--- config.mk ---
export PLATFORM = sky130hd
export DESIGN_NAME = inorder_pipe_ctrl
export DESIGN_NICKNAME = d
export VERILOG_FILES = /design/src/rtl/pipe_seq_pkg.sv /design/src/rtl/pipe_fetch_ctl.sv /design/src/rtl/pipe_slot_reg.sv /design/src/rtl/pipe_retire_ctl.sv /design/src/rtl/inorder_pipe_ctrl.sv
export SDC_FILE = /design/constraint.sdc
export NUM_CORES = 1
export LEC_CHECK = 0
export CAP_MARGIN = 20
export CORE_MARGIN = 5
export CORE_UTILIZATION = 40
export DETAILED_ROUTE_END_ITERATION = 8
export PLACE_DENSITY = 0.78
export SLEW_MARGIN = 30
export SYNTH_ARGS = -nofsm -noshare
export SYNTH_HDL_FRONTEND = slang
export SYNTH_SLANG_ARGS = --single-unit
--- constraint.sdc ---
create_clock -name clk -period 1.4 [get_ports clk]
set_input_delay 0.42 -clock clk [delete_from_list [all_inputs] [get_ports clk]]
set_output_delay 0.42 -clock clk [all_outputs]
set_load 0.005 [all_outputs]
--- src/rtl/pipe_seq_pkg.sv ---
// Shared definitions for the pipeline sequencer.
// Assumes: five stages, indexed fetch=0 through writeback=4.
package pipe_seq_pkg;

    localparam int N_STAGES = 5;
    localparam int N_LINKS  = N_STAGES - 1;

    // Per-stage occupancy record carried from stage to stage
    typedef struct packed {
        logic valid;
        logic is_halt;
    } slot_t;

    localparam slot_t SLOT_EMPTY = '{valid: 1'b0, is_halt: 1'b0};

endpackage

--- src/rtl/pipe_fetch_ctl.sv ---
// Fetch control: owns the fetch counter and the latch that remembers a
// consumed HALT. It assumes the opcode at fetch_pc arrives in the same
// cycle, and that stall_eff is already gated by decode occupancy.
module pipe_fetch_ctl
    import pipe_seq_pkg::*;
#(
    parameter int              PC_W     = 16,
    parameter int              OP_W     = 4,
    parameter logic [PC_W-1:0] START_PC = '0,
    parameter logic [PC_W-1:0] PC_STEP  = 4,
    parameter logic [OP_W-1:0] HALT_OP  = '1
) (
    input  logic            clk,
    input  logic            rst_n,
    input  logic [OP_W-1:0] fetch_op,
    input  logic            stall_eff,
    input  logic            halted,
    output logic            fetch_en,
    output logic            take,
    output logic [PC_W-1:0] fetch_pc,
    output slot_t           fetch_slot
);

    logic halt_seen;
    logic op_is_halt;

    // Fetch is live until a HALT was handed on or the machine stopped
    always_comb begin
        op_is_halt = (fetch_op == HALT_OP);
        fetch_en   = ~halt_seen & ~halted;
        take       = fetch_en & ~stall_eff;
        fetch_slot = '{valid: fetch_en, is_halt: op_is_halt};
    end

    // Counter steps on each transfer into decode
    always_ff @(posedge clk) begin
        if (!rst_n)
            fetch_pc <= START_PC;
        else if (take)
            fetch_pc <= fetch_pc + PC_STEP;
    end

    // Remember that HALT has left fetch
    always_ff @(posedge clk) begin
        if (!rst_n)
            halt_seen <= 1'b0;
        else if (take && op_is_halt)
            halt_seen <= 1'b1;
    end

    a_r3_pc_step: assert property (@(posedge clk) disable iff (!rst_n)
        take |=> fetch_pc == $past(fetch_pc) + PC_STEP);
    a_r3_pc_hold: assert property (@(posedge clk) disable iff (!rst_n)
        !take |=> $stable(fetch_pc));
    a_r4_halt_stops: assert property (@(posedge clk) disable iff (!rst_n)
        (take && fetch_op == HALT_OP) |=> !fetch_en);
    a_r4_stays_off: assert property (@(posedge clk) disable iff (!rst_n)
        !fetch_en |=> !fetch_en);

endmodule

--- src/rtl/pipe_slot_reg.sv ---
// One stage register of occupancy state. Assumes clear wins over hold,
// and that an empty input slot is how a bubble is loaded.
module pipe_slot_reg
    import pipe_seq_pkg::*;
(
    input  logic  clk,
    input  logic  rst_n,
    input  logic  hold,
    input  logic  clear,
    input  slot_t d,
    output slot_t q
);

    // Load, hold or empty the slot
    always_ff @(posedge clk) begin
        if (!rst_n || clear)
            q <= SLOT_EMPTY;
        else if (!hold)
            q <= d;
    end

endmodule

--- src/rtl/pipe_retire_ctl.sv ---
// Retirement control: raises the sticky halted flag once HALT sits in
// writeback. Assumes the writeback slot advances every cycle.
module pipe_retire_ctl
    import pipe_seq_pkg::*;
(
    input  logic  clk,
    input  logic  rst_n,
    input  slot_t wb_slot,
    output logic  halted
);

    // Sticky stop flag set on HALT retirement
    always_ff @(posedge clk) begin
        if (!rst_n)
            halted <= 1'b0;
        else if (wb_slot.valid && wb_slot.is_halt)
            halted <= 1'b1;
    end

    a_r5_raise: assert property (@(posedge clk) disable iff (!rst_n)
        (wb_slot.valid && wb_slot.is_halt) |=> halted);
    a_r5_not_early: assert property (@(posedge clk) disable iff (!rst_n)
        $rose(halted) |-> $past(wb_slot.valid && wb_slot.is_halt));
    a_r9_sticky: assert property (@(posedge clk) disable iff (!rst_n)
        halted |=> halted);

endmodule

--- src/rtl/inorder_pipe_ctrl.sv ---
// Top of the five-stage in-order pipeline sequencer. It assembles fetch
// control, the four stage slots (decode to writeback) and retirement.
// Assumes dec_stall may be high at any time and is honoured only when
// decode holds a valid instruction.
module inorder_pipe_ctrl
    import pipe_seq_pkg::*;
#(
    parameter int              PC_W     = 16,
    parameter int              OP_W     = 4,
    parameter logic [PC_W-1:0] START_PC = 16'h0100,
    parameter logic [PC_W-1:0] PC_STEP  = 4,
    parameter logic [OP_W-1:0] HALT_OP  = '1
) (
    input  logic                clk,
    input  logic                rst_n,
    input  logic [OP_W-1:0]     fetch_op,
    input  logic                dec_stall,
    output logic [PC_W-1:0]     fetch_pc,
    output logic                fetch_en,
    output logic [N_STAGES-1:0] stage_valid,
    output logic [N_LINKS-1:0]  stage_adv,
    output logic                halted
);

    slot_t fetch_slot;
    slot_t in_s [1:N_LINKS];
    slot_t q_s  [1:N_LINKS];
    logic  stall_eff;
    logic  take;

    // Stall is meaningful only with an instruction in decode
    always_comb stall_eff = dec_stall & q_s[1].valid;

    pipe_fetch_ctl #(
        .PC_W(PC_W), .OP_W(OP_W), .START_PC(START_PC),
        .PC_STEP(PC_STEP), .HALT_OP(HALT_OP)
    ) u_fetch (
        .clk(clk), .rst_n(rst_n), .fetch_op(fetch_op),
        .stall_eff(stall_eff), .halted(halted), .fetch_en(fetch_en),
        .take(take), .fetch_pc(fetch_pc), .fetch_slot(fetch_slot)
    );

    // Build the slot chain; decode holds on stall, execute takes a bubble
    for (genvar i = 1; i <= N_LINKS; i++) begin : g_slot
        if (i == 1) begin : g_src_fetch
            assign in_s[i] = fetch_slot;
        end else if (i == 2) begin : g_src_decode
            assign in_s[i] = stall_eff ? SLOT_EMPTY : q_s[i-1];
        end else begin : g_src_prev
            assign in_s[i] = q_s[i-1];
        end
        pipe_slot_reg u_slot (
            .clk(clk), .rst_n(rst_n),
            .hold((i == 1) ? stall_eff : 1'b0),
            .clear(halted), .d(in_s[i]), .q(q_s[i])
        );
    end

    pipe_retire_ctl u_retire (
        .clk(clk), .rst_n(rst_n), .wb_slot(q_s[N_LINKS]), .halted(halted)
    );

    // Gather per-stage flags and boundary enables
    always_comb begin
        stage_valid[0] = fetch_en;
        for (int k = 1; k < N_STAGES; k++)
            stage_valid[k] = q_s[k].valid;
        stage_adv[0] = take;
        stage_adv[1] = q_s[1].valid & ~stall_eff;
        for (int k = 2; k < N_LINKS; k++)
            stage_adv[k] = q_s[k].valid;
    end

    a_r2_ex_to_mem: assert property (@(posedge clk) disable iff (!rst_n)
        q_s[2].valid |=> q_s[3].valid);
    a_r2_mem_to_wb: assert property (@(posedge clk) disable iff (!rst_n)
        q_s[3].valid |=> q_s[4].valid);
    a_r6_decode_held: assert property (@(posedge clk) disable iff (!rst_n)
        (dec_stall && q_s[1].valid) |=> (q_s[1].valid && $stable(q_s[1]) && $stable(fetch_pc)));
    a_r7_bubble: assert property (@(posedge clk) disable iff (!rst_n)
        (dec_stall && q_s[1].valid) |=> !q_s[2].valid);
    a_r8_empty_decode: assert property (@(posedge clk) disable iff (!rst_n)
        (dec_stall && !q_s[1].valid && fetch_en) |=> q_s[1].valid);
    a_r9_all_empty: assert property (@(posedge clk) disable iff (!rst_n)
        halted |-> (stage_valid == '0 && !fetch_en));

endmodule

==> flow_metrics.py, run 1 <==
metrics = {
    "global_routing": {
        "grt_pass1_vias": 1082,
        "overflow": 0,
        "grt_usage_pct": 17.7,
        "antenna_found_initial": 0,
        "grt_pass1_wl_um": 4800,
        "grt_max_degree": 14,
    },
    "logic_synthesis": {
        "yosys.area_share.simple_pct": 27.3,
        "synth.area.mux_share_pct": 0,
        "synthCells": 112,
        "synth-adder-area-share_pct": 1.22,
        "synth_seq_area_share_pct": 46.7,
        "syn_area_um2": 1030,
        "ys_seq_elements": 24,
        "yosysWarnings": 0,
        "yosysUniqueCellTypes": 32,
        "syn_area_per_cell_um2": 9.19,
        "synth-xor-area-share_pct": 6.80,
        "synth_compound_area_share_pct": 8.14,
        "synth_top_family_by_area": "simple AND/OR/NAND/NOR gates",
    },
    "setup_path": {
        "required_ns": 1.67,
        "start_kind": "register",
        "slowest_delay_ns": 0.40,
        "cp_cell_sequence": "buf_4, and3_4, nand3_4, buf_6, or4_1, nand2_1",
        "critical_path_class": "register to register",
        "crit_start": "u_fetch.fetch_pc[6]",
        "critPathTopFamily": "simple AND/OR/NAND/NOR gates",
        "arrival_ns": 1.77,
        "critPathBufInv": 2,
        "rr_startpoint": "u_fetch.fetch_pc[6]",
        "r2r_setup_slack_ns": -0.10,
        "reg2reg_to": "u_fetch.fetch_pc[9]",
        "crit_path_end_kind": "register",
        "ff2ff_path_depth": 6,
        "cp_slowest_cell": "or4_1",
        "cp_max_fo": 5,
    },
    "floorplanning": {
        "die-area_um2": 3690,
        "top_level_ports": 34,
        "core_area_um2": 2480,
        "row_count": 18,
        "start_util_pct": 41.6,
        "die_x_um": 60.7,
        "die_y_um": 60.7,
    },
    "timing": {
        "max_freq_mhz": 666,
        "drv_slew": 0,
        "rsz0062_at_grt": "true",
        "setup_slack_ns": -0.102,
        "skew_ns": 0.00690,
        "min_period_ns": 1.50,
        "finalCritPeriodShare_pct": 107,
        "finalHoldViolations": 0,
        "finalSetupViolations": 10,
    },
    "clock_network": {
        "cts_tree": "yes",
        "htreeDepth": 1,
        "cts_buffers": 3,
        "clock_sinks": 24,
        "cts-root-buf": "clkbuf_4",
        "cts.clk_slew.worst_paths_ns": 0.13,
        "clk_latency_ns": 0.32,
        "cts.path.max_buffers": 2,
    },
    "final_layout": {
        "fin_nets": 187,
        "stdcell_area_um2": 1710,
        "layout_commonest_cell": "buf_4",
        "n_antenna_cell": 0,
        "area_growth_pct": 66.5,
        "drive_above_1_share_pct": 50.6,
        "regArea_um2": 508,
        "fill_cells": 185,
        "multiInputGateArea_um2": 517,
        "final_cell_mix": "buf_4 (35), dfxtp_2 (19), dlygate4sd2_1 (18)",
    },
    "placement": {
        "hpwlAfterDp_um": 1950,
        "place_congestion": 0.779,
        "port-buffer-count": 31,
        "place_area_um2": 1460,
    },
    "drt": {
        "vias": 1075,
        "dr.first_iter.drc_count": 13,
        "drt-total-wl_um": 3170,
        "route.antenna.remaining_nets": 0,
        "wl_per_cell_um": 15.2,
        "vias_per_cell": 5.17,
        "dr.pass1.iters": 4,
        "route.detailed.drc": 0,
    },
    "power_and_ir_drop": {
        "p_leak_nw": 0.800,
        "p_seq_share_pct": 55.1,
        "total_power_mw": 1.29,
        "ir_drop_v": 0.000540,
        "combPwrFrac_pct": 16.0,
        "cell_internal_pwr_uw": 977,
        "swShare_pct": 24.2,
        "power_density_nw_per_um2": 751,
        "p_switching_uw": 311,
        "p_clk_share_pct": 28.8,
    },
    "worst_hold_path": {
        "whs_path_depth": 1,
        "hold_class": "register to register",
        "min_from": "g_slot[3].u_slot.q[0]",
        "holdPathEnd": "g_slot[4].u_slot.q[0]",
    },
    "run_status": {
        "status": "finished with violations",
        "violations": "negative setup slack",
    },
    "job": {
        "cap_violations": 0,
    },
}
-- cell families (layout without fill, tap and decap cells) --
group           count (synthesis)  after routing
simple gates                   49             49
flops                          24             24
compound gates                 15             15
buf+inv                        14             79
xor+xnor                        8              8
fa+ha+maj                       1              1
other cells                     1              2
-- sequential cells by signal (all words and copies together) (netlist names) --
register           cells
u_retire.halted        1
u_fetch.halt_seen      1
u_fetch.fetch_pc      14
g_slot.u_slot.q        8
-- area by class of cell --
cell class,count,area share (%)
inverters,2,0.438
clock buffers,4,2.12
well taps,30,2.19
repair buffers,73,35.5
flip-flops and latches,24,29.6
multi-input cells,75,30.1
-- stage by stage --
| stage | cells | utilization, % | TNS (ns) | hold WS (ns) | setup WS, ns |
|---|---|---|---|---|---|
| 2_1_floorplan | 113 | - | 0 | 0.406 | 0.000173 |
| 3_3_place_gp | 184 | 58.9 | -7.51 | 0.409 | -0.673 |
| 3_5_place_dp | 184 | 58.9 | -8.20 | 0.435 | -0.739 |
| 4_1_cts | 208 | 67.6 | -0.553 | 0.465 | -0.117 |
| 5_1_grt | 208 | 69.2 | -1.21 | 0.482 | -0.174 |
| 6_report | 208 | 69.2 | -0.517 | 0.449 | -0.102 |
-- synthesized netlist by cell type, drive strengths merged --
| cell type | count | share of area, % |
|---|---|---|
| conb | 1 | 0.36 |
| xnor2 | 1 | 0.85 |
| nand2b | 1 | 0.61 |
| and4 | 1 | 1.1 |
| or3 | 3 | 1.8 |
| nor2b | 1 | 0.61 |
| o21a | 1 | 0.73 |
| inv | 2 | 0.73 |
| ha | 1 | 1.2 |
| nand4 | 6 | 3.6 |
| dfxtp | 24 | 47 |
| and2 | 6 | 3.6 |
| o21ai | 3 | 1.5 |
| buf | 11 | 8.4 |
| or4 | 2 | 1.5 |
| a31oi | 1 | 0.61 |
| o211ai | 1 | 0.73 |
| and3 | 3 | 2.3 |
| clkbuf | 1 | 0.36 |
| nor2 | 12 | 4.6 |
| nand3 | 4 | 3.6 |
| xor2 | 7 | 6.0 |
| nand2 | 10 | 3.9 |
| o31ai | 1 | 0.73 |
| a21oi | 8 | 3.9 |
-- worst max-delay path by stage --
stage                                end  slack [ns]  depth (start not counted)
floorplan           u_fetch.fetch_pc[15]      0.0002                          6
global placement            stage_adv[0]       -0.67                          5
detailed placement  u_fetch.fetch_pc[15]       -0.74                          8
CTS                 u_fetch.fetch_pc[14]       -0.12                          9
global route         u_fetch.fetch_pc[9]       -0.17                          6
finish               u_fetch.fetch_pc[9]       -0.10                          6
-- power groups by stage --
stage,sequential (mW),clock [mW],combinational (mW)
after floorplan,0.730,0,0.0770
after CTS,0.709,0.378,0.201
after detailed placement,0.730,0,0.169
final,0.710,0.371,0.206
after global placement,0.728,0,0.164
after global routing,0.713,0.403,0.223
-- repair_timing --
action,4_1_cts,5_1_grt
endpoints found under the hold margin,0,0
hold buffers,0,0
pin swaps,9,11
buffers inserted,20,2
gates resized for setup,80,12
setup endpoints to repair,35,16
-- layer usage --
layer	GRT usage (%)	part of all wire, %	up-vias
met5	0	0	-
met4	12.7	5.7	0
met3	1.49	3.8	17
met2	30.1	50	40
met1	20.8	41	516
li1	-	-	502
(Power assumes the default switching activity.)
==> run 2: changes to the inputs <==
ABC_AREA = 0   (was not set)
MAX_ROUTING_LAYER = met4   (was not set)
SLEW_MARGIN = not set   (was 30)
==> run 2 against run 1 <==
  * The flow still finishes with violations (negative setup slack)
  * Total power barely moved
  * Fmax fell by 0.21%
  * Die area did not move
  * Utilization did not move
  * Count of clock-buffer cells in the layout did not move
  * Worst setup slack got worse by 0.0031 ns
  * Non-clock buffer count did not move
  * Sequential power barely moved
  * Via count barely moved
  * Combinational power barely moved
  * Register-to-register slack barely moved
==> flow_metrics.py, run 2 (synthesis gave the netlist of run 1 again) <==
metrics = {
    "final_layout": {
        "n_antenna_cell": 0,
        "drive_above_1_share_pct": 50.6,
        "layout_commonest_cell": "buf_4",
        "stdcell_area_um2": 1710,
        "final_cell_mix": "buf_4 (35), dfxtp_2 (19), dlygate4sd2_1 (18)",
        "multiInputGateArea_um2": 517,
        "fin_util_pct": 69.2,
        "regArea_um2": 508,
        "reg.largest.list": "u_fetch.fetch_pc (14), g_slot.u_slot.q (8)",
        "largest_reg_flops": 14,
        "top_register": "u_fetch.fetch_pc",
        "fill_cells": 185,
        "fin_nets": 187,
        "area_growth_pct": 66.5,
    },
    "power_and_ir_drop": {
        "cell_internal_pwr_uw": 976,
        "p_leak_nw": 0.800,
        "p_switching_uw": 311,
        "swShare_pct": 24.1,
        "p_clk_share_pct": 28.8,
        "power_density_nw_per_um2": 751,
        "ir_drop_v": 0.000540,
        "combPwrFrac_pct": 16.1,
        "p_seq_share_pct": 55.2,
    },
    "floorplanning": {
        "start_util_pct": 41.6,
        "die_y_um": 60.7,
        "core_area_um2": 2480,
        "row_count": 18,
        "die-area_um2": 3690,
        "die_x_um": 60.7,
        "top_level_ports": 34,
    },
    "placement": {
        "place_congestion": 0.790,
        "hpwlAfterDp_um": 1950,
        "place_ws_ns": -0.739,
        "port-buffer-count": 31,
        "place_area_um2": 1460,
    },
    "worst_hold_path": {
        "whs_path_depth": 1,
        "hold_class": "register to register",
    },
    "global_routing": {
        "grt_pass1_wl_um": 4800,
        "antenna_found_initial": 0,
        "grt_pass1_vias": 1080,
        "grt_usage_pct": 18.3,
        "overflow": 0,
        "grt_max_degree": 14,
    },
    "drt": {
        "vias": 1076,
        "route.detailed.drc": 0,
        "maxUsedRoutingLayer": "met4",
        "dr.pass1.iters": 4,
        "wl_met1_um": 1260,
        "wl_met3_um": 162,
        "met2_wirelength_um": 1610,
        "wl_per_cell_um": 15.4,
        "drt-total-wl_um": 3200,
        "vias_per_cell": 5.17,
        "dr.first_iter.drc_count": 13,
        "route.antenna.remaining_nets": 0,
    },
    "clock_network": {
        "cts-root-buf": "clkbuf_4",
        "htreeDepth": 1,
        "cts_buffers": 3,
        "cts_tree": "yes",
        "cts_hold_buf": 0,
        "clk_latency_ns": 0.32,
        "clock_sinks": 24,
        "cts.clk_slew.worst_paths_ns": 0.13,
        "cts.path.max_buffers": 2,
    },
    "timing": {
        "rsz0062_at_grt": "true",
        "setup_slack_ns": -0.105,
        "finalSetupViolations": 10,
        "max_freq_mhz": 664,
        "whs_ns": 0.448,
        "skew_ns": 0.00650,
        "finalCritPeriodShare_pct": 108,
        "finalHoldViolations": 0,
        "drv_slew": 0,
        "min_period_ns": 1.51,
    },
    "setup_path": {
        "arrival_ns": 1.77,
        "start_kind": "register",
        "crit_path_end_kind": "register",
        "required_ns": 1.67,
        "cp_max_fo": 5,
        "ff2ff_path_depth": 6,
        "critical_path_class": "register to register",
    },
    "run_status": {
        "violations": "negative setup slack",
        "status": "finished with violations",
    },
    "job": {
        "cap_violations": 0,
    },
}
[run 2: cell counts in the layout (fill, tap and decap cells not counted)]
No cell type changed its count.
[run 2: worst paths after layout]
path                                             from                     to  slack, ns
worst max-delay path              u_fetch.fetch_pc[6]    u_fetch.fetch_pc[9]      -0.11
worst min-delay path            g_slot[3].u_slot.q[0]  g_slot[4].u_slot.q[0]       0.45
worst max register to register    u_fetch.fetch_pc[6]    u_fetch.fetch_pc[9]      -0.11
worst min register to register  g_slot[3].u_slot.q[0]  g_slot[4].u_slot.q[0]       0.45
[run 2: worst max-delay path, stage by stage (launching register included)]
cell     delay, ns
dfxtp_2       0.36
buf_4         0.12
and3_4        0.25
nand3_4       0.11
buf_6         0.13
or4_1         0.40
nand2_1       0.08
[run 2: layer usage]
layer | GRT usage, % | up-vias
li1 | - | 501
met1 | 20.8 | 508
met2 | 30.1 | 51
met3 | 1.49 | 16
met4 | 12.7 | 0
met5 | - | -
[run 2: power by group through the flow]
stage	clock network [mW]	registers, mW	logic [mW]
floorplan	0	0.730	0.0770
global placement	0	0.728	0.164
detailed placement	0	0.730	0.169
CTS	0.378	0.709	0.201
global route	0.403	0.713	0.223
finish	0.370	0.710	0.207
[run 2: timing repair]
| action | CTS | global route |
|---|---|---|
| resized for setup | 80 | 12 |
| buffers inserted | 20 | 2 |
| pin swaps | 9 | 11 |
| endpoints found under the setup margin | 35 | 16 |
[run 2: through the flow]
stage | power (mW) | std cells | setup TNS [ns]
CTS | 1.29 | 208 | -0.553
finish | 1.29 | 208 | -0.542
detailed placement | 0.898 | 184 | -8.20
global route | 1.34 | 208 | -1.21
global placement | 0.891 | 184 | -7.51
floorplan | 0.807 | 113 | 0
[run 2: area by class of cell]
class / instances / share of cell area, %
sequential: 24 / 29.6
multi-input combinational: 75 / 30.1
inverter: 2 / 0.438
timing repair buffer: 73 / 35.5
clock buffer: 4 / 2.12
tap: 30 / 2.19
